[config.mk]
export PLATFORM = sky130hd
export DESIGN_NAME = cart_bank_decoder
export DESIGN_NICKNAME = d
export VERILOG_FILES = /design/src/rtl/cbd_pkg.sv /design/src/rtl/cbd_win_decode.sv /design/src/rtl/cbd_chr_slot.sv /design/src/rtl/cbd_irq_reg.sv /design/src/rtl/cart_bank_decoder.sv
export SDC_FILE = /design/constraint.sdc
export NUM_CORES = 1
export LEC_CHECK = 0
export BUFFER_PORTS_ARGS = -buffer_cell sky130_fd_sc_hd__buf_2
export CAP_MARGIN = 0
export CORE_ASPECT_RATIO = 1.25
export CORE_UTILIZATION = 30
export CTS_CLUSTER_DIAMETER = 200
export CTS_CLUSTER_SIZE = 24
export DETAILED_ROUTE_END_ITERATION = 16
export GPL_ROUTABILITY_DRIVEN = 0
export GPL_TIMING_DRIVEN = 0
export PLACE_DENSITY = 0.62
export SETUP_SLACK_MARGIN = 0.4
export SYNTH_ARGS = -nofsm -noshare
export SYNTH_HDL_FRONTEND = slang
export SYNTH_SLANG_ARGS = --single-unit
[constraint.sdc]
create_clock -name clk -period 2.8 [get_ports clk]
set_input_delay 0.28 -clock clk [delete_from_list [all_inputs] [get_ports clk]]
set_output_delay 0.28 -clock clk [all_outputs]
set_load 0.01 [all_outputs]
[src/rtl/cbd_pkg.sv]
package cbd_pkg;

    // Kind of 2 KB window that a write address falls into
    typedef enum logic [2:0] {
        WK_NONE,
        WK_IRQ_LO,
        WK_IRQ_HI,
        WK_PAT,
        WK_NT,
        WK_PRG
    } win_kind_e;

    // Window index is address bits 15:11
    localparam int WIN_SHIFT  = 11;
    localparam int WIN_IRQ_LO = 10;   // 0x5000
    localparam int WIN_IRQ_HI = 11;   // 0x5800
    localparam int WIN_PAT0   = 16;   // 0x8000
    localparam int WIN_NT0    = 24;   // 0xC000
    localparam int WIN_PRG0   = 28;   // 0xE000

    // Single address that also loads the pattern RAM enables
    localparam logic [15:0] CFG_ADDR = 16'hE800;

endpackage

[src/rtl/cbd_win_decode.sv]
module cbd_win_decode
    import cbd_pkg::*;
#(
    parameter int ADDR_W = 16,
    parameter int N_PAT  = 8,
    parameter int N_NT   = 4,
    parameter int N_PRG  = 3
) (
    input  logic              wr_en,
    input  logic [ADDR_W-1:0] addr,
    output logic              irq_lo_we,
    output logic              irq_hi_we,
    output logic [N_PAT-1:0]  pat_we,
    output logic [N_NT-1:0]   nt_we,
    output logic [N_PRG-1:0]  prg_we,
    output logic              cfg_we
);

    int        win_i;
    win_kind_e kind;
    logic      grp_pat, grp_nt, grp_prg;

    // Classify the window
    always_comb begin
        win_i = int'(addr[ADDR_W-1:WIN_SHIFT]);
        kind  = WK_NONE;
        if (win_i == WIN_IRQ_LO)
            kind = WK_IRQ_LO;
        else if (win_i == WIN_IRQ_HI)
            kind = WK_IRQ_HI;
        else if (win_i >= WIN_PAT0 && win_i < WIN_PAT0 + N_PAT)
            kind = WK_PAT;
        else if (win_i >= WIN_NT0 && win_i < WIN_NT0 + N_NT)
            kind = WK_NT;
        else if (win_i >= WIN_PRG0 && win_i < WIN_PRG0 + N_PRG)
            kind = WK_PRG;
    end

    // Group strobes
    always_comb begin
        irq_lo_we = 1'b0;
        irq_hi_we = 1'b0;
        grp_pat   = 1'b0;
        grp_nt    = 1'b0;
        grp_prg   = 1'b0;
        unique case (kind)
            WK_IRQ_LO: irq_lo_we = wr_en;
            WK_IRQ_HI: irq_hi_we = wr_en;
            WK_PAT:    grp_pat   = wr_en;
            WK_NT:     grp_nt    = wr_en;
            WK_PRG:    grp_prg   = wr_en;
            default:   ;
        endcase
    end

    // Per-slot strobes
    for (genvar g = 0; g < N_PAT; g++) begin : g_pat
        assign pat_we[g] = grp_pat && (win_i == WIN_PAT0 + g);
    end
    for (genvar g = 0; g < N_NT; g++) begin : g_nt
        assign nt_we[g] = grp_nt && (win_i == WIN_NT0 + g);
    end
    for (genvar g = 0; g < N_PRG; g++) begin : g_prg
        assign prg_we[g] = grp_prg && (win_i == WIN_PRG0 + g);
    end

    assign cfg_we = wr_en && (addr == ADDR_W'(CFG_ADDR));

endmodule

[src/rtl/cbd_chr_slot.sv]
module cbd_chr_slot #(
    parameter int              DATA_W       = 8,
    parameter logic [DATA_W-1:0] RAM_THRESH = 8'hE0,
    parameter bit              RAM_PAGE_LSB = 1'b0
) (
    input  logic              clk,
    input  logic              rst_n,
    input  logic              we,
    input  logic [DATA_W-1:0] data,
    input  logic              gate_en,
    output logic [DATA_W-1:0] page,
    output logic              ram
);

    logic              take_ram;
    logic [DATA_W-1:0] next_page;

    assign take_ram = (data >= RAM_THRESH) && gate_en;

    // Variant: RAM page narrowed to one bit, or kept as written
    if (RAM_PAGE_LSB) begin : g_lsb
        assign next_page = take_ram ? {{(DATA_W-1){1'b0}}, data[0]} : data;
    end else begin : g_full
        assign next_page = data;
    end

    always_ff @(posedge clk) begin
        if (!rst_n) begin
            page <= '0;
            ram  <= 1'b0;
        end else if (we) begin
            page <= next_page;
            ram  <= take_ram;
        end
    end

    // R5 (pattern, gated) and R7 (nametable, gate tied high)
    assert_ram_select_R5: assert property (@(posedge clk) disable iff (!rst_n)
        we |=> ram == (($past(data) >= RAM_THRESH) && $past(gate_en)));

    assert_slot_hold_R9: assert property (@(posedge clk) disable iff (!rst_n)
        !we |=> $stable(page) && $stable(ram));

endmodule

[src/rtl/cbd_irq_reg.sv]
module cbd_irq_reg #(
    parameter int DATA_W = 8,
    parameter int IRQ_W  = 15
) (
    input  logic              clk,
    input  logic              rst_n,
    input  logic              lo_we,
    input  logic              hi_we,
    input  logic [DATA_W-1:0] data,
    output logic [IRQ_W-1:0]  count,
    output logic              en
);

    localparam int HI_W = IRQ_W - DATA_W;

    always_ff @(posedge clk) begin
        if (!rst_n) begin
            count <= '0;
            en    <= 1'b0;
        end else if (lo_we) begin
            count[DATA_W-1:0] <= data;
        end else if (hi_we) begin
            count[IRQ_W-1:DATA_W] <= data[HI_W-1:0];
            en                    <= data[DATA_W-1];
        end
    end

    assert_irq_lo_load_R2: assert property (@(posedge clk) disable iff (!rst_n)
        lo_we |=> count[DATA_W-1:0] == $past(data)
                  && $stable(count[IRQ_W-1:DATA_W]) && $stable(en));

    assert_irq_hi_load_R3: assert property (@(posedge clk) disable iff (!rst_n)
        hi_we |=> count[IRQ_W-1:DATA_W] == $past(data[HI_W-1:0])
                  && en == $past(data[DATA_W-1]) && $stable(count[DATA_W-1:0]));

endmodule

[src/rtl/cart_bank_decoder.sv]
module cart_bank_decoder
    import cbd_pkg::*;
#(
    parameter int          ADDR_W     = 16,
    parameter int          DATA_W     = 8,
    parameter int          N_PAT      = 8,
    parameter int          N_NT       = 4,
    parameter int          N_PRG      = 3,
    parameter int          IRQ_W      = 15,
    parameter logic [7:0]  RAM_THRESH = 8'hE0
) (
    input  logic                          clk,
    input  logic                          rst_n,
    input  logic                          wr_en,
    input  logic [ADDR_W-1:0]             addr,
    input  logic [DATA_W-1:0]             wdata,
    output logic [N_PAT*DATA_W-1:0]       pat_page_o,
    output logic [N_PAT-1:0]              pat_ram_o,
    output logic [N_NT*DATA_W-1:0]        nt_page_o,
    output logic [N_NT-1:0]               nt_ram_o,
    output logic [N_PRG*DATA_W-1:0]       prg_bank_o,
    output logic [N_PRG*(DATA_W+1)-1:0]   prg_idx_o,
    output logic [IRQ_W-1:0]              irq_count_o,
    output logic                          irq_en_o
);

    localparam int HALF_PAT  = N_PAT / 2;
    localparam int IDX_W     = DATA_W + 1;
    localparam int LO_EN_BIT = DATA_W - 2;
    localparam int HI_EN_BIT = DATA_W - 1;

    logic             irq_lo_we, irq_hi_we, cfg_we;
    logic [N_PAT-1:0] pat_we;
    logic [N_NT-1:0]  nt_we;
    logic [N_PRG-1:0] prg_we;
    logic             lo_en, hi_en;

    cbd_win_decode #(
        .ADDR_W(ADDR_W), .N_PAT(N_PAT), .N_NT(N_NT), .N_PRG(N_PRG)
    ) u_dec (
        .wr_en     (wr_en),
        .addr      (addr),
        .irq_lo_we (irq_lo_we),
        .irq_hi_we (irq_hi_we),
        .pat_we    (pat_we),
        .nt_we     (nt_we),
        .prg_we    (prg_we),
        .cfg_we    (cfg_we)
    );

    // Pattern RAM enables, loaded only at the exact config address
    always_ff @(posedge clk) begin
        if (!rst_n) begin
            lo_en <= 1'b0;
            hi_en <= 1'b0;
        end else if (cfg_we) begin
            lo_en <= wdata[LO_EN_BIT];
            hi_en <= wdata[HI_EN_BIT];
        end
    end

    for (genvar g = 0; g < N_PAT; g++) begin : g_pat
        cbd_chr_slot #(
            .DATA_W(DATA_W), .RAM_THRESH(RAM_THRESH), .RAM_PAGE_LSB(1'b0)
        ) u_slot (
            .clk     (clk),
            .rst_n   (rst_n),
            .we      (pat_we[g]),
            .data    (wdata),
            .gate_en ((g < HALF_PAT) ? lo_en : hi_en),
            .page    (pat_page_o[g*DATA_W +: DATA_W]),
            .ram     (pat_ram_o[g])
        );
    end

    for (genvar g = 0; g < N_NT; g++) begin : g_nt
        cbd_chr_slot #(
            .DATA_W(DATA_W), .RAM_THRESH(RAM_THRESH), .RAM_PAGE_LSB(1'b1)
        ) u_slot (
            .clk     (clk),
            .rst_n   (rst_n),
            .we      (nt_we[g]),
            .data    (wdata),
            .gate_en (1'b1),
            .page    (nt_page_o[g*DATA_W +: DATA_W]),
            .ram     (nt_ram_o[g])
        );
    end

    for (genvar g = 0; g < N_PRG; g++) begin : g_prg
        logic [DATA_W-1:0] bank_q;
        always_ff @(posedge clk) begin
            if (!rst_n)         bank_q <= '0;
            else if (prg_we[g]) bank_q <= wdata;
        end
        assign prg_bank_o[g*DATA_W +: DATA_W] = bank_q;
        assign prg_idx_o[g*IDX_W +: IDX_W]    = {bank_q, 1'b0};

        assert_prg_load_R8: assert property (@(posedge clk) disable iff (!rst_n)
            prg_we[g] |=> bank_q == $past(wdata));
    end

    cbd_irq_reg #(.DATA_W(DATA_W), .IRQ_W(IRQ_W)) u_irq (
        .clk   (clk),
        .rst_n (rst_n),
        .lo_we (irq_lo_we),
        .hi_we (irq_hi_we),
        .data  (wdata),
        .count (irq_count_o),
        .en    (irq_en_o)
    );

    // at most one register group strobed per cycle
    assert_single_target_R9: assert property (@(posedge clk) disable iff (!rst_n)
        $onehot0({irq_lo_we, irq_hi_we, pat_we, nt_we, prg_we}));

    // enables move only on the exact config address
    assert_cfg_exact_R10: assert property (@(posedge clk) disable iff (!rst_n)
        !cfg_we |=> $stable(lo_en) && $stable(hi_en));

    // config address also lies in program slot 1's window
    assert_cfg_in_slot1_R6: assert property (@(posedge clk) disable iff (!rst_n)
        cfg_we |-> prg_we[1]);

    assert_idle_hold_R9: assert property (@(posedge clk) disable iff (!rst_n)
        !wr_en |=> $stable(pat_page_o) && $stable(pat_ram_o) && $stable(nt_page_o)
                   && $stable(nt_ram_o) && $stable(prg_bank_o)
                   && $stable(irq_count_o) && $stable(irq_en_o));

endmodule

==> summary.md, run 1 <==
| Metric | Value |
|---|---|
| Status | complete, no violations |
| Clk slew on worst S/H paths | around 0.07 ns |
| Leak | around 3.8 nW |
| IO Count | 202 |
| Setup Buffers After CTS | 0 |
| Synth Area in Simple Gates | between 10% and 20% |
| Worst Skew | approximately 0.0052 ns |
| Commonest non-fill, non-tap cell in the layout | buf_2 |
| Final nets | slightly above 800 |
| Clock power frac | between 50% and 60% |
| DRT iter0 DRCs | ~110 |
| Final Core Density | roughly two fifths |
| Switching share of power | between 20% and 30% |
| Sequential share of power | approximately 44% |
| Worst setup path category | input port to flip-flop |
| Footprint of the multi-input gates | ~2800 um2 |
| Gr usage total | approximately 17% |
| Worst-path maximum fanout | 9 |
| Post-DR wirelength/cell | 16.4 um |
| Maximum clock path buffer count | 2 |
| XOR/XNOR Fraction of Synth Area | 0% |
| Setup crit end kind | flip-flop |
| Starting Density | approximately 31% |
| Combinational power share | roughly 5% |
| DRT Pass-1 Iters | 4 |
| Pwr per Cell Area | 599 nW/um2 |
| Cell Area, Synth | roughly 6200 um2 |
| Hold Path Class | input port to flip-flop |
| CTS resizes | 0 |
| Sum Neg Setup Slack | 0 ns |
| Area Overhead vs Synth | 31.2% |
| Internal Power | about 3.8 mW |
| Clock Latency Late Sink | around 0.42 ns |
| Post-route clock period utilization | around half |
| Final min period | 1.36 ns |
| Synth unique cells | 26 |
| F_max | 737 MHz |
| Initial antenna violation count | 0 |
| Pins Over Slew Limit | 0 |
| Crit path DAT | around 1.7 ns |
| Switching pwr | between 1 and 1.5 mW |
| H-tree level count | 4 |
| Num rows | between 50 and 60 |
| Total CTS buffers | 17 |
| Vias in the first global route | between 4,000 and 5,000 |
| Die ar. | about 21,000 um2 |
| CTS tree | done |
| WP data required | about 3.1 ns |
| Non-Filler Instances | 1,079 |
| Core area | approximately 20,000 um2 |
| Mux share of post-synthesis cell area | 22.8% |
| CTS root buffer | clkbuf_16 |
| Synth warnings | 0 |
| Mapped Cells | approximately 580 |
| Die boundary width | approximately 130 um |
| Worst Setup Start Kind | input port |
| Sequential cell area | approximately 3000 um2 |
| Register area share after synthesis | between 40% and 50% |
| RSZ-0062 raised after global routing | no |
| Slew at the pin with the worst max-slew slack | between 0.9 and 1 ns |
| Relative slew margins | between 30% and 40% |
| Layout cells sized above 1 | around 36% |
| Mean Syn Cell Area | approximately 11 um2 |
| Filler cell count | 2,030 |
| Clock Sinks | 150 |
| # placed instances | ~1,000 |
| Largest family of logic cells by synthesized area | multiplexers |
| Synthesis-stage register bit count | 150 |
| Via count | around 4,600 |
| Hold_ws | about 0.22 ns |
| # DRC | 0 |
| Final hold vios | 0 |
| Synth Area in Compound Gates | around 1.3% |
| Synth Area in Adders | 0% |
| Antenna-violating nets left | 0 |
| Total Power | 4.91 mW |
| Most frequent cells in the layout | buf_2, dfxtp_1, nor2b_1, mux2i_1, buf_4 |
| Maximum Capacitance Violations | 0 |
| Total gr overflow | 0 |
| Final wirelength | 17,700 um |
| Largest net degree at the start of global routing | 17 |
| First-pass GRT wire length | ~26,000 um |
| DP Wirelength | 12,600 um |
| Number of diodes | 0 |
| Die Ht | 163 um |
| CTS hold repair buffers | 0 |
| Final setup violation count | 0 |
| IO Port Bufs | ~190 |
| Peak VDD IR | between 0.3 and 0.4 mV |
| Vias/cell | 4.24 |
## Yosys cell counts
library cell    n  area, um2
nand4b_2        2       30.0
and3_1          1       6.26
or3_1           2       12.5
nand2_1        14       52.6
nand2b_1        2       12.5
mux2i_1       142       1420
nand3b_1        2       15.0
nand4b_1        1       8.76
buf_2           8       40.0
nand3_1         8       40.0
nor3b_1         2       15.0
clkbuf_1       29        109
nor2b_1       145        907
nand2_2         2       12.5
nor2_2          2       12.5
and4_1          1       8.76
or4_1           1       7.51
nor3_1          2       10.0
dfxtp_1       150       3000
conb_1          1       3.75
buf_4          46        345
and2_1          2       12.5
and4bb_2        1       12.5
a21boi_0       11       82.6
nor4_1          3       18.8
nor2_4          4       45.0
## power by group through the flow
stage          combinational [mW]  clock [mW]  sequential, mW
2_1_floorplan               0.142           0            2.21
4_1_cts                     0.256        2.57            2.16
3_5_place_dp                0.255           0            2.20
3_3_place_gp                0.254           0            2.20
5_1_grt                     0.272        2.67            2.16
6_report                    0.248        2.50            2.16
## metrics by stage
step                      area, um2  setup WS [ns]
after floorplan                6250           1.34
after global placement         7550           1.03
after detailed placement       7550           1.02
after CTS                      8200           1.45
after global routing           8200           1.34
final                          8200           1.44
## state kept, by name (all words and copies together) (netlist names)
signal / count
u_irq.count: 15
g_prg.bank_q: 24
lo_en: 1
hi_en: 1
g_nt.u_slot.ram: 4
g_nt.u_slot.page: 32
g_pat.u_slot.page: 64
g_pat.u_slot.ram: 8
u_irq.en: 1
## routing by layer
| layer | up-vias | GRT usage, % | share of wire, % | wire [um] |
|---|---|---|---|---|
| met2 | 115 | 29.4 | 50 | 8860 |
| met5 | - | 0 | 0 | 0 |
| met1 | 2131 | 20.5 | 44 | 7830 |
| met3 | 11 | 4.78 | 4.7 | 832 |
| li1 | 2313 | - | - | - |
| met4 | 0 | 4.39 | 1.0 | 178 |
## worst max-delay path, stage by stage
cell and delay, ns:
buf_2 0.13, nand4b_2 0.31, nor2_4 0.43, and4_1 0.35, mux2i_1 0.20
## kinds of logic after synthesis
kind of cell           count (synthesis)
AO/OA/AOI/OAI                         11
buffers and inverters                 83
AND/OR/NAND/NOR                      197
other                                  1
multiplexers                         142
flip-flops                           150
## layout make-up
cell class | instances | area share [%]
Clock inverter | 13 | 2.50
Sequential cell | 150 | 36.6
Multi-Input combinational cell | 353 | 33.6
Timing Repair Buffer | 192 | 11.7
Buffer | 83 | 6.03
Clock buffer | 18 | 5.36
Tap cell | 270 | 4.12
## final timing paths
kind | slack (ns) | endpoint | startpoint | cells past startpoint
max reg2reg | 1.96 | g_pat[3].u_slot.ram | lo_en | 3
min | 0.22 | g_pat[7].u_slot.page[3] | wdata[3] | 3
max | 1.44 | lo_en | addr[12] | 5
min reg2reg | 0.46 | lo_en | lo_en | 2
Power figures use the tool's default switching activity.
==> run 2: changes to the inputs <==
==> constraint.sdc (replaced) <==
create_clock -name clk -period 1.4 [get_ports clk]
set_input_delay 0.14 -clock clk [delete_from_list [all_inputs] [get_ports clk]]
set_output_delay 0.14 -clock clk [all_outputs]
set_load 0.01 [all_outputs]
==> run 2 against run 1 <==
Clock skew down 0.0045 ns. Critical path type is now flip-flop to output pin. Register-to-register slack worse by 1.5 ns. Via count up 4.5%. First-iteration DRC count up 64%. Final area up 23%. Flip-flop and latch count unchanged. Combinational power rose to 2.5 times the previous value. Global-route usage up 1.1 points. Routed wire length up 10%. Clock power up 82%. Sequential share of layout area down 4.8 points. Critical path depth down 3.
==> summary.md, run 2 (synthesis results as in run 1) <==
| Metric | Value |
|---|---|
| Top Registers | g_pat.u_slot.page: 64 flops, g_nt.u_slot.page: 32 flops, g_prg.bank_q: 24 flops |
| Crit-path most repeated cell | buf_6 |
| Die ar. | approximately 21,000 um2 |
| Initial antenna violation count | 0 |
| Post-DR wirelength/cell | around 18 um |
| Layout cells sized above 1 | between 50% and 60% |
| Vias in the first global route | approximately 4,700 |
| Vias/cell | 4.31 |
| Slowest CP cell | dfxtp_2 |
| Antenna-violating nets left | 0 |
| Total gr overflow | 0 |
| Worst Skew | about 0.00062 ns |
| Pins Over Slew Limit | 0 |
| Clk slew on worst S/H paths | 0.06 ns |
| Most frequent cells in the layout | buf_6, dfxtp_2, mux2i_1, nor2b_1, buf_4 |
| DRT Pass-1 Iters | 4 |
| CTS root buffer | clkbuf_16 |
| Final wirelength | around 19,000 um |
| Setup crit end kind | output pin |
| DRT iter0 DRCs | about 180 |
| Leak | between 4 and 5 nW |
| RSZ-0062 raised after global routing | yes |
| Num rows | between 50 and 60 |
| Largest net degree at the start of global routing | 17 |
| Via count | 4,775 |
| H-tree level count | 4 |
| Peak VDD IR | about 0.78 mV |
| Core area | 20,200 um2 |
| Worst Setup Start Kind | flip-flop |
| Relative slew margins | a little under half |
| Biggest register | g_pat.u_slot.page |
| CP Cell Sequence | buf_6 > buf_6 |
| CP peak stage delay | 0.35 ns |
| Filler cell count | 1,812 |
| Final setup violation count | 0 |
| Gr usage total | 18.1% |
| Hold Path Class | input port to flip-flop |
| Clock Sinks | 150 |
| Maximum Capacitance Violations | 0 |
| Final nets | roughly 850 |
| Clock Latency Late Sink | 0.42 ns |
| IO Count | about 200 |
| Post-route clock period utilization | slightly above 80% |
| WP buf/inv | 2 |
| F_max | between 800 and 900 MHz |
| Worst-path maximum fanout | 3 |
| Worst setup path category | flip-flop to output pin |
| Final min period | between 1 and 1.5 ns |
| First-pass GRT wire length | around 28,000 um |
| Area Overhead vs Synth | 60.9% |
| CTS hold repair buffers | 0 |
| Final hold vios | 0 |
| Post-DP Area | around 7700 um2 |
| Largest register FFs | 64 |
| Fin area | 10,000 um2 |
| Final Core Density | between 40 and 50% |
| Number of diodes | 0 |
| Die Ht | 163 um |
| # DRC | 0 |
| Starting Density | a little under a third |
| Maximum clock path buffer count | 2 |
| Status | complete, no violations |
| Crit path DAT | 0.99 ns |
| Critical path's top delay family | flip-flops |
| WP data required | 1.26 ns |
| Total CTS buffers | 17 |
| Pwr per Cell Area | about 940 nW/um2 |
| DP Wirelength | roughly 13,000 um |
| Die boundary width | between 100 and 150 um |
| IO Port Bufs | 192 |
| Slew at the pin with the worst max-slew slack | 0.784 ns |
| CTS tree | done |
| Commonest non-fill, non-tap cell in the layout | buf_6 |
[run 2: cell types whose count changed in the layout (fill, tap and decap cells not counted), moves of 10 or more]
cell	previous run	this run
buf_4	46	34
clkbuf_1	29	15
dfxtp_2	0	145
buf_6	0	217
dfxtp_1	150	2
clkbuf_2	0	10
buf_2	200	20
[run 2: per-stage QoR]
step           hold WS, ns  power [mW]  setup WS (ns)  cells  TNS, ns
3_3_place_gp         0.438        4.94         -0.295   1048   -19.29
6_report            0.0574        9.49          0.265   1108        0
4_1_cts             0.0395        9.55          0.260   1087        0
5_1_grt             0.0696        9.81          0.238   1108        0
2_1_floorplan        0.309        4.73          0.157    586        0
3_5_place_dp         0.451        4.95         -0.296   1048   -17.75
[run 2: final timing paths]
path	from	to	slack, ns	cells after the start
min reg2reg	hi_en	hi_en	0.46	2
max	g_prg[1].bank_q[6]	prg_idx_o[16]	0.27	2
min	wdata[7]	g_pat[5].u_slot.page[7]	0.06	3
max reg2reg	hi_en	g_pat[6].u_slot.ram	0.51	3
[run 2: final cells by class]
| cell class | count | area (um2) | area share [%] |
|---|---|---|---|
| clock buffers | 22 | 474 | 4.72 |
| clock inverters | 8 | 100 | 0.996 |
| multi-input cells | 353 | 2870 | 28.5 |
| repair buffers | 222 | 2300 | 22.9 |
| plain buffers | 83 | 773 | 7.70 |
| flip-flops and latches | 150 | 3200 | 31.8 |
| well taps | 270 | 338 | 3.36 |
[run 2: what timing repair did]
action                     CTS  global route
cloned                       0             5
setup buffers                9            16
pin swaps                    1             5
gates resized for setup    363            65
setup endpoints to repair  257           258
[run 2: routing by layer]
metal / up-vias / wire length, um / track usage [%]
li1: 2376 / - / -
met1: 2256 / 8310 / 20.9
met2: 129 / 9890 / 31.8
met3: 14 / 1040 / 5.54
met4: 0 / 255 / 5.17
met5: - / 0 / 0
[run 2: power breakdown]
| group | switching (mW) | leakage [nW] | total [mW] | internal (mW) |
|---|---|---|---|---|
| Combinational | 0.332 | 2.70 | 0.623 | 0.291 |
| Sequential | 0.0227 | 1.29 | 4.32 | 4.29 |
| Clock | 1.80 | 0.282 | 4.55 | 2.74 |
| Total | 2.16 | 4.26 | 9.49 | 7.33 |
[run 2: worst reg2reg max path: cells and delay by family, from the launching register on]
kind             cells  cell delay, ns
AND/OR/NAND/NOR      2            0.38
multiplexers         1            0.12
flip-flops           1            0.32
==> run 3: changes to the inputs <==
--- a/config.mk
+++ b/config.mk
@@ -5,6 +5,7 @@
 export SDC_FILE = /design/constraint.sdc
 export NUM_CORES = 1
 export LEC_CHECK = 0
+export ABC_AREA = 1
 export BUFFER_PORTS_ARGS = -buffer_cell sky130_fd_sc_hd__buf_2
 export CAP_MARGIN = 0
 export CORE_ASPECT_RATIO = 1.25
@@ -14,7 +15,7 @@
 export DETAILED_ROUTE_END_ITERATION = 16
 export GPL_ROUTABILITY_DRIVEN = 0
 export GPL_TIMING_DRIVEN = 0
-export PLACE_DENSITY = 0.62
+export PLACE_DENSITY = 0.64
 export SETUP_SLACK_MARGIN = 0.4
 export SYNTH_ARGS = -nofsm -noshare
 export SYNTH_HDL_FRONTEND = slang
==> constraint.sdc (replaced) <==
create_clock -name clk -period 0.9 [get_ports clk]
set_input_delay 0.09 -clock clk [delete_from_list [all_inputs] [get_ports clk]]
set_output_delay 0.09 -clock clk [all_outputs]
set_load 0.01 [all_outputs]
==> run 3 against run 2 <==
The flow now finishes with violations (negative hold slack, negative setup slack). Routed wire length rose by 26%. Synthesized cell count rose by 40%. Worst hold slack got worse by 0.073 ns. Largest power group unchanged.
==> summary.md, run 3 <==
| Metric | Value |
|---|---|
| Synth unique cells | 25 |
| Pwr per Cell Area | about 1300 nW/um2 |
| Biggest register | g_pat.u_slot.page |
| Die Ht | between 150 and 200 um |
| Core area | a little under 20,000 um2 |
| Final min period | between 1 and 1.5 ns |
| Worst Setup Start Kind | flip-flop |
| Slowest CP cell | dfxtp_4 |
| H-tree level count | 4 |
| Worst-path maximum fanout | 3 |
| Combinational power share | roughly 10% |
| Register area share after synthesis | between 50 and 60% |
| Slew at the pin with the worst max-slew slack | a little under 0.7 ns |
| Clock Sinks | 150 |
| Area Overhead vs Synth | 97.9% |
| Pins Over Slew Limit | 0 |
| Hold_sp | wdata[4] |
| Starting Density | between 30% and 40% |
| Synth top area cells | dfxtp_1, nor2_1, o21ai_0 |
| F_max | ~900 MHz |
| Mapped Cells | 818 |
| Setup crit end kind | output pin |
| Switching share of power | 25.8% |
| DRT iter0 DRCs | slightly above 300 |
| Peak VDD IR | ~1.3 mV |
| Layout cells sized above 1 | about 67% |
| FF-to-FF Start | lo_en |
| Initial antenna violation count | 0 |
| Hold_ws | -0.0159 ns |
| Die boundary width | around 130 um |
| Leak | around 5.3 nW |
| DRT Pass-1 Iters | 5 |
| RSZ-0062 raised after global routing | yes |
| WP data required | slightly above 0.8 ns |
| IO Port Bufs | approximately 190 |
| Mux share of post-synthesis cell area | 0% |
| Non-Filler Instances | ~1,400 |
| Clock power frac | ~48% |
| # placed instances | 1,279 |
| Final WS setup | -0.197 ns |
| Synth Area in Simple Gates | 28.3% |
| Crit path DAT | 1.01 ns |
| Sum Neg Setup Slack | -16.75 ns |
| Vias in the first global route | ~6,200 |
| Mean Syn Cell Area | between 7 and 8 um2 |
| Final wirelength | between 20,000 and 25,000 um |
| Synth cell count leaders | nor2_1, dfxtp_1, o21ai_0 |
| Largest register FFs | 64 |
| Crit-path most repeated cell | buf_6 |
| Status | complete, but fails checks |
| Most frequent cells in the layout | buf_6, nor2_1, dfxtp_2, o21ai_2, nand2_1 |
| # DRC | 0 |
| Post-synth top area share | roughly half |
| Worst Skew | ~0.0048 ns |
| Clock Latency Late Sink | 0.43 ns |
| Clk slew on worst S/H paths | roughly 0.07 ns |
| Total CTS buffers | 17 |
| Crit. Startpoint | g_prg[2].bank_q[6] |
| Vias/cell | 4.74 |
| Synth warnings | 0 |
| Num rows | 57 |
| Internal Power | ~12 mW |
| Commonest non-fill, non-tap cell in the layout | buf_6 |
| First-pass GRT wire length | approximately 35,000 um |
| Final hold vios | 6 |
| Final setup violation count | approximately 170 |
| Post-synth EDFFs | 0 |
| XOR/XNOR Fraction of Synth Area | 0% |
| CTS tree | done |
| Failing checks | negative hold slack, negative setup slack |
| Worst slack, placed | -0.729 ns |
| Post-DR wirelength/cell | roughly 17 um |
| Ys async rst share | 0% |
| DP Wirelength | roughly 14,000 um |
| CTS root buffer | clkbuf_16 |
| Maximum Capacitance Violations | 0 |
| Synthesis-stage register bit count | 150 |
| Post-route clock period utilization | 122% |
| Die ar. | around 21,000 um2 |
| Sequential share of power | between 40 and 50% |
| Total gr overflow | 0 |
| Final nets | 1,179 |
| Cell Area, Synth | about 6000 um2 |
| Synth Area in Compound Gates | just over 10% |
| Largest net degree at the start of global routing | 17 |
| Top Registers | g_pat.u_slot.page: 64 flops, g_nt.u_slot.page: 32 flops, g_prg.bank_q: 24 flops |
| Synth area leader | dfxtp_1 |
| Relative slew margins | approximately 55% |
| Synth Flop Type | dfxtp_1 |
| Switching pwr | a little over 4 mW |
| IO Count | slightly above 200 |
| Synth Area in Adders | 0% |
| Maximum clock path buffer count | 2 |
| Final Core Density | between 60% and 70% |
| Most common cell in the netlist | nor2_1 |
| Antenna-violating nets left | 0 |
| CP Cell Sequence | buf_6 > buf_6 |
| Worst setup path category | flip-flop to output pin |
| Number of diodes | 0 |
| Filler cell count | about 1,600 |
| Via count | around 6,800 |
| CP peak stage delay | ~0.36 ns |
| Gr usage total | a little under a quarter |
| Largest family of logic cells by synthesized area | simple AND/OR/NAND/NOR gates |
| Hold Path Class | input port to flip-flop |
[run 3: layout make-up]
| class | count | area [um2] | area share [%] |
|---|---|---|---|
| sequential | 150 | 3220 | 27.1 |
| inverter | 58 | 352 | 2.96 |
| timing repair buffer | 298 | 3270 | 27.5 |
| clock buffer | 17 | 425 | 3.58 |
| timing repair inverter | 3 | 38.8 | 0.327 |
| clock inverter | 15 | 189 | 1.59 |
| buffer | 73 | 699 | 5.89 |
| multi-input combinational | 551 | 3350 | 28.2 |
| tap | 265 | 332 | 2.79 |
[run 3: final timing paths]
path / cells after the start / end / slack [ns]
max: 2 / prg_idx_o[25] / -0.20
min reg2reg: 2 / u_irq.count[8] / 0.47
min: 3 / g_pat[1].u_slot.page[4] / -0.02
max reg2reg: 4 / g_pat[0].u_slot.ram / 0.06
[run 3: cells by family (layout without fill, tap and decap cells)]
group / count (synthesis) / after routing
AO/OA/AOI/OAI: 124 / 124
buffers and inverters: 131 / 464
flip-flops: 150 / 150
other: 1 / 3
AND/OR/NAND/NOR: 412 / 424
[run 3: worst max-delay path, delay by kind of cell (launching register included)]
| family | cells | cell delay [ns] |
|---|---|---|
| flip-flops | 1 | 0.36 |
| buffers and inverters | 2 | 0.22 |
[run 3: metrics by stage]
stage	hold WS [ns]	total power, mW	instance area, um2
CTS	-0.0352	15.7	10700
finish	-0.0159	15.9	11900
detailed placement	0.407	7.77	7640
global route	0.00246	16.3	11900
floorplan	0.208	7.40	6340
global placement	0.404	7.76	7640
[run 3: routing by layer]
layer	track usage (%)	vias up	routed length, um
met5	0	-	0
met1	26.4	3277	9780
li1	-	3237	-
met2	38.4	213	12800
met3	5.33	50	1230
met4	10.7	0	720
[run 3: power by group through the flow]
stage	registers, mW	clock network, mW	logic [mW]
after floorplan	6.90	0	0.506
after global placement	6.87	0	0.888
after detailed placement	6.88	0	0.892
after CTS	6.74	7.62	1.34
after global routing	6.72	7.90	1.72
final	6.72	7.55	1.63
[run 3: what timing repair did]
item | in CTS | in global routing
gates resized for setup | 521 | 247
pin swaps | 103 | 166
cloned | 14 | 6
endpoints found under the setup margin | 322 | 322
setup buffers | 49 | 50
hold endpoints to repair | 12 | 0
